[src/rtl/clkpm_pkg.sv]
package clkpm_pkg;

  typedef enum logic [1:0] {
    MODE_RUN  = 2'd0,
    MODE_WAIT = 2'd1,
    MODE_STOP = 2'd2
  } pm_mode_e;

  localparam logic [1:0] SEL_HALF   = 2'b00;
  localparam logic [1:0] SEL_EIGHTH = 2'b01;
  localparam logic [1:0] SEL_RING   = 2'b10;
  localparam logic [1:0] SEL_FULL   = 2'b11;

  typedef struct packed {
    logic [1:0] sel;
    logic       ring_on;
    logic       main_off;
    logic       det_on;
    logic       stop_lock;
  } clk_cfg_t;

endpackage

[src/rtl/clkpm_cfg.sv]
module clkpm_cfg
  import clkpm_pkg::*;
(
  input  logic     clk,
  input  logic     rst_n,
  input  logic     wr_fire,
  input  clk_cfg_t wr_cfg,
  input  logic     main_stable,
  input  logic     ceramic,
  output clk_cfg_t cfg_q,
  output logic     wr_ok,
  output logic     err_q
);

  clk_cfg_t   cfg_d;
  logic       err_d;
  logic       tgt_ring, cur_ring, shape_ok, legal;
  logic [2:0] n_flip;

  always_comb begin
    tgt_ring = (wr_cfg.sel == SEL_RING);
    cur_ring = (cfg_q.sel == SEL_RING);
    shape_ok = (!tgt_ring && !wr_cfg.ring_on && !wr_cfg.main_off && !wr_cfg.det_on)
            || (!tgt_ring && wr_cfg.ring_on && !wr_cfg.main_off)
            || (tgt_ring && wr_cfg.ring_on && !(wr_cfg.main_off && wr_cfg.det_on));
    n_flip = 3'($countones({tgt_ring ^ cur_ring,
                            wr_cfg.ring_on ^ cfg_q.ring_on,
                            wr_cfg.main_off ^ cfg_q.main_off,
                            wr_cfg.det_on ^ cfg_q.det_on}));
    legal = shape_ok && (n_flip <= 3'd1)
         && (!(cur_ring && !tgt_ring) || main_stable)
         && ((wr_cfg.sel != SEL_FULL) || ceramic);
    wr_ok = wr_fire && legal;
    cfg_d = cfg_q;
    err_d = err_q;
    if (wr_fire) begin
      if (legal) cfg_d = wr_cfg;
      else       err_d = 1'b1;
    end
  end

  always_ff @(posedge clk or negedge rst_n) begin
    if (!rst_n) begin
      cfg_q <= '{sel: SEL_EIGHTH, ring_on: 1'b0, main_off: 1'b0, det_on: 1'b0, stop_lock: 1'b0};
      err_q <= 1'b0;
    end else begin
      cfg_q <= cfg_d;
      err_q <= err_d;
    end
  end

  AST_RING_SRC_NEEDS_RING: assert property (@(posedge clk) disable iff (!rst_n)
    (cfg_q.sel == SEL_RING) |-> cfg_q.ring_on) else $error("ring source without ring");
  AST_MAIN_HALT_ON_RING: assert property (@(posedge clk) disable iff (!rst_n)
    cfg_q.main_off |-> (cfg_q.sel == SEL_RING)) else $error("main halted while sourcing");
  AST_ARMED_SHAPE: assert property (@(posedge clk) disable iff (!rst_n)
    cfg_q.det_on |-> (cfg_q.ring_on && !cfg_q.main_off)) else $error("armed in bad state");
  AST_ERR_STICKY: assert property (@(posedge clk) disable iff (!rst_n)
    err_q |=> err_q) else $error("error flag cleared");
  AST_BACK_TO_MAIN_STABLE: assert property (@(posedge clk) disable iff (!rst_n)
    (($past(cfg_q.sel) == SEL_RING) && (cfg_q.sel != SEL_RING)) |-> $past(main_stable))
    else $error("returned to main before settle");
  AST_FULL_NEEDS_CERAMIC: assert property (@(posedge clk) disable iff (!rst_n)
    ((cfg_q.sel == SEL_FULL) && ($past(cfg_q.sel) != SEL_FULL)) |-> $past(ceramic))
    else $error("undivided mode without ceramic");

endmodule

[src/rtl/clkpm_lpm.sv]
module clkpm_lpm
  import clkpm_pkg::*;
(
  input  logic     clk,
  input  logic     rst_n,
  input  logic     stop_req,
  input  logic     wait_req,
  input  logic     irq,
  input  logic     ring_src,
  input  logic     det_on,
  input  logic     stop_lock,
  input  logic     adc_busy,
  output pm_mode_e mode_q
);

  pm_mode_e mode_d;
  logic     stop_ok;

  always_comb begin
    stop_ok = stop_req && !ring_src && !adc_busy && !stop_lock && !det_on;
    mode_d  = mode_q;
    unique case (mode_q)
      MODE_RUN: begin
        if (stop_ok)       mode_d = MODE_STOP;
        else if (wait_req) mode_d = MODE_WAIT;
      end
      default: begin
        if (irq) mode_d = MODE_RUN;
      end
    endcase
  end

  always_ff @(posedge clk or negedge rst_n) begin
    if (!rst_n) mode_q <= MODE_RUN;
    else        mode_q <= mode_d;
  end

  AST_STOP_ENTRY_GUARDED: assert property (@(posedge clk) disable iff (!rst_n)
    ((mode_q == MODE_STOP) && ($past(mode_q) == MODE_RUN))
      |-> $past(stop_req && !ring_src && !adc_busy && !stop_lock && !det_on))
    else $error("stop entered while blocked");
  AST_WAKE_ON_IRQ: assert property (@(posedge clk) disable iff (!rst_n)
    ((mode_q == MODE_RUN) && ($past(mode_q) != MODE_RUN)) |-> $past(irq))
    else $error("woke without interrupt");

endmodule

[src/rtl/clkpm_div.sv]
module clkpm_div
  import clkpm_pkg::*;
#(
  parameter int HI_DIV  = 2,
  parameter int MID_DIV = 8,
  parameter int DBL_DIV = 1
) (
  input  logic       clk,
  input  logic       rst_n,
  input  logic       run,
  input  logic       restart,
  input  logic [1:0] sel,
  output logic       tick
);

  localparam int MAXR  = (HI_DIV > MID_DIV) ? ((HI_DIV > DBL_DIV) ? HI_DIV : DBL_DIV)
                                            : ((MID_DIV > DBL_DIV) ? MID_DIV : DBL_DIV);
  localparam int CNT_W = (MAXR > 1) ? $clog2(MAXR) : 1;

  logic [CNT_W-1:0] cnt_q, cnt_d, last;

  always_comb begin
    unique case (sel)
      SEL_HALF: last = CNT_W'(HI_DIV - 1);
      SEL_FULL: last = CNT_W'(DBL_DIV - 1);
      default:  last = CNT_W'(MID_DIV - 1);
    endcase
    tick = run && (cnt_q == last);
    if (restart || !run)    cnt_d = '0;
    else if (cnt_q >= last) cnt_d = '0;
    else                    cnt_d = cnt_q + CNT_W'(1);
  end

  always_ff @(posedge clk or negedge rst_n) begin
    if (!rst_n) cnt_q <= '0;
    else        cnt_q <= cnt_d;
  end

  AST_CNT_IN_RANGE: assert property (@(posedge clk) disable iff (!rst_n)
    int'(cnt_q) < MAXR) else $error("divider count out of range");

endmodule

[src/rtl/clksrc_lp_ctrl.sv]
module clksrc_lp_ctrl
  import clkpm_pkg::*;
#(
  parameter int HI_DIV  = 2,
  parameter int MID_DIV = 8,
  parameter int DBL_DIV = 1
) (
  input  logic       clk,
  input  logic       rst_n,
  input  logic       wr_en,
  input  logic [1:0] wr_sel,
  input  logic       wr_ring_on,
  input  logic       wr_main_off,
  input  logic       wr_det_on,
  input  logic       wr_stop_lock,
  input  logic       ceramic,
  input  logic       main_stable,
  input  logic       adc_busy,
  input  logic       stop_req,
  input  logic       wait_req,
  input  logic       irq,
  output logic       cpu_clk_en,
  output logic       main_osc_en,
  output logic       ring_osc_en,
  output logic [2:0] st_state,
  output logic [1:0] st_mode,
  output logic       st_err
);

  logic [1:0] rst_sync;
  logic       rst_s;
  clk_cfg_t   wr_cfg, cfg_q;
  logic       wr_fire, wr_ok, err_q, run, ring_src;
  pm_mode_e   mode_q;

  always_ff @(posedge clk or negedge rst_n) begin
    if (!rst_n) rst_sync <= 2'b00;
    else        rst_sync <= {rst_sync[0], 1'b1};
  end
  assign rst_s = rst_sync[1];

  assign wr_cfg  = '{sel: wr_sel, ring_on: wr_ring_on, main_off: wr_main_off,
                     det_on: wr_det_on, stop_lock: wr_stop_lock};
  assign run      = (mode_q == MODE_RUN);
  assign wr_fire  = wr_en && run;
  assign ring_src = (cfg_q.sel == SEL_RING);

  clkpm_cfg u_cfg (
    .clk(clk), .rst_n(rst_s), .wr_fire(wr_fire), .wr_cfg(wr_cfg),
    .main_stable(main_stable), .ceramic(ceramic),
    .cfg_q(cfg_q), .wr_ok(wr_ok), .err_q(err_q)
  );

  clkpm_lpm u_lpm (
    .clk(clk), .rst_n(rst_s), .stop_req(stop_req), .wait_req(wait_req), .irq(irq),
    .ring_src(ring_src), .det_on(cfg_q.det_on), .stop_lock(cfg_q.stop_lock),
    .adc_busy(adc_busy), .mode_q(mode_q)
  );

  clkpm_div #(.HI_DIV(HI_DIV), .MID_DIV(MID_DIV), .DBL_DIV(DBL_DIV)) u_div (
    .clk(clk), .rst_n(rst_s), .run(run), .restart(wr_ok), .sel(cfg_q.sel), .tick(cpu_clk_en)
  );

  always_comb begin
    main_osc_en = !cfg_q.main_off && (mode_q != MODE_STOP);
    ring_osc_en = cfg_q.ring_on && (mode_q != MODE_STOP);
    st_mode     = mode_q;
    st_err      = err_q;
    if (!ring_src) begin
      if (!cfg_q.ring_on)    st_state = 3'd1;
      else if (cfg_q.det_on) st_state = 3'd5;
      else                   st_state = 3'd2;
    end else begin
      if (cfg_q.det_on)        st_state = 3'd6;
      else if (cfg_q.main_off) st_state = 3'd4;
      else                     st_state = 3'd3;
    end
  end

  AST_NO_CLK_WHEN_IDLE: assert property (@(posedge clk) disable iff (!rst_s)
    (mode_q != MODE_RUN) |-> !cpu_clk_en) else $error("clock enable while idle");
  AST_OSC_OFF_IN_STOP: assert property (@(posedge clk) disable iff (!rst_s)
    (mode_q == MODE_STOP) |-> (!main_osc_en && !ring_osc_en)) else $error("oscillator on in stop");

endmodule

[config.mk]
export PLATFORM = sky130hd
export DESIGN_NAME = clksrc_lp_ctrl
export DESIGN_NICKNAME = d
export VERILOG_FILES = /design/src/rtl/clkpm_pkg.sv /design/src/rtl/clkpm_cfg.sv /design/src/rtl/clkpm_lpm.sv /design/src/rtl/clkpm_div.sv /design/src/rtl/clksrc_lp_ctrl.sv
export SDC_FILE = /design/constraint.sdc
export NUM_CORES = 1
export LEC_CHECK = 0
export BUFFER_PORTS_ARGS = -buffer_cell sky130_fd_sc_hd__clkbuf_2
export CAP_MARGIN = 30
export CORE_UTILIZATION = 54
export DETAILED_ROUTE_END_ITERATION = 16
export GPL_ROUTABILITY_DRIVEN = 0
export PLACE_DENSITY = 0.82
export SLEW_MARGIN = 40
export SYNTH_ARGS = -nofsm -noshare
export SYNTH_HDL_FRONTEND = slang
export SYNTH_SLANG_ARGS = --single-unit
[constraint.sdc]
create_clock -name clk -period 4.6 [get_ports clk]
set_input_delay 1.15 -clock clk [delete_from_list [all_inputs] [get_ports clk]]
set_output_delay 1.15 -clock clk [all_outputs]
set_load 0.03 [all_outputs]
# ---- Word-level counts from Yosys, hierarchy flattened
# Cells that the tools add are included.
dict set report classes {
  add_sub_neg 4
  n_lt_le_gt_ge 2
  eq_ne 7
  mux 12
  bitwise 5
  reduce_logical 44
}
# cell count
set op_table {}
lappend op_table {{$logic_and A1 B1 Y1} 21}
lappend op_table {{$mux W3} 7}
lappend op_table {{$logic_not A1 Y1} 12}
lappend op_table {{$mux W2} 4}
lappend op_table {{$eq A2 B2 Y1 const B} 3}
lappend op_table {{$pmux W3 S2} 1}
lappend op_table {{$reduce_and A2 Y1} 3}
lappend op_table {{$logic_or A1 B1 Y1} 5}
lappend op_table {{$add A1 B1 Y2} 2}
lappend op_table {{$logic_not A2 Y1} 2}
lappend op_table {{$ne A2 B2 Y1 const B} 2}
lappend op_table {{$xor A1 B1 Y1} 4}
lappend op_table {{$add A3 B1 Y3 const B} 1}
lappend op_table {{$add A3 B3 Y3} 1}
lappend op_table {{$eq A3 B3 Y1} 1}
lappend op_table {{$ge A3 B3 Y1} 1}
lappend op_table {{$le A3 B1 Y1 const B} 1}
lappend op_table {{$ne A3 B2 Y1 const B} 1}
lappend op_table {{$reduce_bool A2 Y1} 1}
lappend op_table {{$not A1 Y1} 1}
dict set report totals {
  regBits 14
  inputBits 15
  out_inout_bits 9
  wordCells 83
}

# ---- Logic depth before layout (Yosys ltp)
dict set report depth {
  word_depth 13
  depth_mapped 11
  ltp_nobuf 11
}

# ---- Modules after synthesis
# A second synthesis with hierarchy kept.
dict set report hier_totals {
  cells_unflattened 83
  hier_area_um2 877.1
}
# mod n_inst cells_per_inst area_each_um2 seq_area_each_um2
set by_module_without_submodules {}
lappend by_module_without_submodules {clkpm_cfg 1 34 415.4 176.4}
lappend by_module_without_submodules {clkpm_div 1 23 207.7 75.1}
lappend by_module_without_submodules {clksrc_lp_ctrl 1 17 147.6 50.0}
lappend by_module_without_submodules {clkpm_lpm 1 9 106.4 50.0}

# ---- Worst setup path after synthesis
# Ideal clock, no wire load.
dict set report synth_timing {
  kind {input to register}
  startpoint {input port wr_sel[0]}
  endpoint {register u_cfg.cfg_q[1] (netlist name)}
  setup_time_ns 0.125
  arrival_ns 3.431
  required_ns 4.475
  slack_ns 1.044
  cell_stages 10
  path_buffers 0
  cell_sequence {nand2b_1 -> ha_1 -> inv_1 -> ha_1 -> ha_1 -> fa_1 -> nor2_1 -> o221ai_1 -> nor3_4 -> mux2_2}
}
dict set report synth_via {
  elab_chain_cells 11
  elab_cells_between_ends 24
  cone_classes {add/sub (2); order compare (1); eq/ne (2); bitwise (1); reduce/logical (18)}
}
# element line
set synth_lines {}
lappend synth_lines {{from (decl)} clksrc_lp_ctrl.sv:11} ;# input logic [1:0] wr_sel,
lappend synth_lines {{parallel branches: the longest is 9 deep, another holds $add A3 B3 Y3} --}
lappend synth_lines {{$logic_and A1 B1 Y1 (*)} clkpm_cfg.sv:32} ;# && ((wr_cfg.sel != SEL_FULL) || ceramic);
lappend synth_lines {{$reduce_and A2 Y1 (no line) (*)} --}
# Mark *: on every way between the ends.
# A chain may end at the register's enable or synchronous reset.

# ---- Worst setup path in the final report
dict set report layout_timing {
  startpoint {input port wr_sel[0]}
  endpoint {register u_cfg.cfg_q[5] (netlist name)}
}
dict set report layout_via {
  elab_chain_cells 11
  elab_cells_between_ends 24
  cone_classes {add/sub (2); order compare (1); eq/ne (2); bitwise (1); reduce/logical (18)}
}
# element line
set layout_lines {}
lappend layout_lines {{parallel branches: the longest is 9 deep, another holds $add A3 B3 Y3} --}
lappend layout_lines {{$logic_and A1 B1 Y1 (*)} clkpm_cfg.sv:32}
lappend layout_lines {{$reduce_and A2 Y1 (no line) (*)} --}
# Marked as above.

==> impl_metrics.toml <==
[sta]
slew_viol_final = 0
fin_skew_ns = 0.00106
hold_viol_final = 0
layout_setup_ws_ns = 1.01
relSlewSlack_pct = 66.6
timing.final.crit_period_ns = 3.59
hold_slack_ns = 0.207
timing.final.crit_share_pct = 78.0
tightestPinTransition_ns = 0.501
grt_setup_unrepaired = "false"
finalSetupViolCount = 0
fin_setup_tns_ns = 0
max_freq_ghz = 0.279

[clocking]
postCtsHoldBufs = 0
cts-buffers-inserted = 3
cts_sinks = 14
clk_pin_slew_ns = 0.08
cts_htree_levels = 1
clockBufferDepth = 2
clock_latency_ns = 0.28
cts_resized = 0
cts_tree = "done"
cts_root_buf = "clkbuf_4"
post_cts_buffers = 0

[logic_synthesis]
yosysWarnings = 0
netlist_top_cells_count = "dfrtp_1, ha_1, inv_1"
synthesis.nets = 106
yosysMostFrequentCell = "dfrtp_1"
synthDistinctLibCells = 32
synthTopCellsByArea = "dfrtp_1, ha_1, mux2_2"
netlist_area_um2 = 861
yosys_most_used_dff = "dfrtp_1"
synth_cells = 80
ys_seq_area_share_pct = 40.8
avgSynthCellArea_um2 = 10.8
synth_edf_count = 0
async_reset_ff_share_pct = 100
ys_ff_latch = 14
synthDominantCellAreaShare_pct = 37.8
yosysTopAreaCell = "dfrtp_1"

[status]
status = "finished, violations left"
violations = "DRC"

[floorplan]
die_x_um = 41.9
ios = 24
start_util_pct = 57.8
die_height_um = 41.9
dieArea_mm2 = 0.00176
core_mm2 = 0.00149
placementRows = 14

[critical_path]
endpoint_kind = "flip-flop"
crit_arrival_ns = 3.76
worst-setup-path-type = "in2reg"
startpoint_type = "primary input"
r2r_cells = 11
cp.required_ns = 4.77
cp_max_fo = 9

[placement]
place_ws_ns = 0.722
io_buffers = 23
dp_hpwl_mm = 1.47

[route]
postRouteWirelength_mm = 1.85
dr.pass1.iters = 10
wl_per_cell_um = 15.0
vias = 686
drtAntennaViolNets = 0
via_per_inst = 5.58
drtIter0Drc = 10
drc = 1

[global_routing]
grt_first_pass_wirelength_mm = 3.17
grt_max_degree = 13
grt_overflow = 0
grt_antenna_before_repair = 0
first_global_vias = 706
track_usage_pct = 25.2

[run]
drv_cap = 0

[cells_and_area]
drive_gt1_share_pct = 31.8
area_growth_pct = 18.7
diodes = 0
final_util_pct = 68.7
fin_nets = 134

[pwr]
vdd_drop_max_uv = 475
cellLeakagePower_nw = 0.525
p_per_area_mw_per_mm2 = 739

[min_path]
hold_path_class = "reg2async"
==> through the flow <==
| stage | instance area (um2) | total power, W | std cells |
|---|---|---|---|
| after global placement | 996 | 0.000644 | 119 |
| after CTS | 1020 | 0.000758 | 123 |
| after floorplan | 861 | 0.000552 | 80 |
| final | 1020 | 0.000756 | 123 |
| after global routing | 1020 | 0.000820 | 123 |
| after detailed placement | 996 | 0.000682 | 119 |
==> critical path, stage by stage <==
cell and delay [ns]:
clkbuf_2 0.10, nand2b_1 0.18, ha_1 0.29, inv_1 0.04, ha_1 0.27, ha_1 0.22, fa_1 0.45, nor2_1 0.11
o221ai_1 0.18, nor3_4 0.38, mux2_2 0.39
==> power by group <==
part,switching (W),internal [W],total [W]
Clock,0.0000397,0.0000337,0.0000733
Sequential,0.0000471,0.000169,0.000216
Combinational,0.000282,0.000184,0.000466
Total,0.000369,0.000387,0.000756
==> state kept, by name, summed over array words and instances, names as in the netlist <==
name / count
u_div.cnt_q: 3
u_cfg.err_q: 1
u_cfg.cfg_q: 6
rst_sync: 2
u_lpm.mode_q: 2
==> worst paths after layout <==
check / startpoint / endpoint / slack [ns]
hold reg to reg: rst_sync[1] / u_cfg.cfg_q[0] / 0.21
hold / removal: rst_sync[1] / u_cfg.cfg_q[0] / 0.21
max in group asynchronous: rst_n / rst_sync[0] / 3.87
min in group clk: rst_sync[0] / rst_sync[1] / 0.36
setup reg to reg: u_cfg.cfg_q[4] / u_cfg.cfg_q[5] / 1.26
setup / recovery: wr_sel[0] / u_cfg.cfg_q[5] / 1.01
==> layout by cell type (no fill, tap or decap), types with 2 or more instances in the layout <==
cell type,n
nand2_1,3
clkbuf_4,3
o21ai_0,2
nor4_1,2
dfrtp_1,13
mux2_2,4
xor2_1,3
a21oi_1,4
nand2b_1,2
clkbuf_2,23
nor2_1,6
ha_1,10
inv_1,10
==> final cells by class <==
type / count / area [um2]
inverters: 10 / 37.5
multi-input cells: 56 / 472
clock buffers: 4 / 26.3
fillers: 128 / 467
well taps: 16 / 20.0
flip-flops and latches: 14 / 352
repair buffers: 23 / 115
==> per-layer routing <==
layer | wire (um) | GRT usage (%)
met2 | 931 | 38.1
met1 | 794 | 31.1
met4 | 55 | 18.1
met3 | 68 | 6.52
met5 | 0 | 0
==> kinds of logic (layout without fill, tap and decap cells) <==
group           count (synthesis)  count (layout)  synth area share, %
flops                          14              14                 40.8
simple gates                   22              22                 16.0
fa+ha+maj                      11              11                 16.9
mux                             6               6                 7.70
other cells                     1               1                0.436
xor+xnor                        4               4                 4.07
buf+inv                        10              37                 4.36
compound gates                 12              12                 9.74
Note: power is estimated with default switching activity, not from simulation.
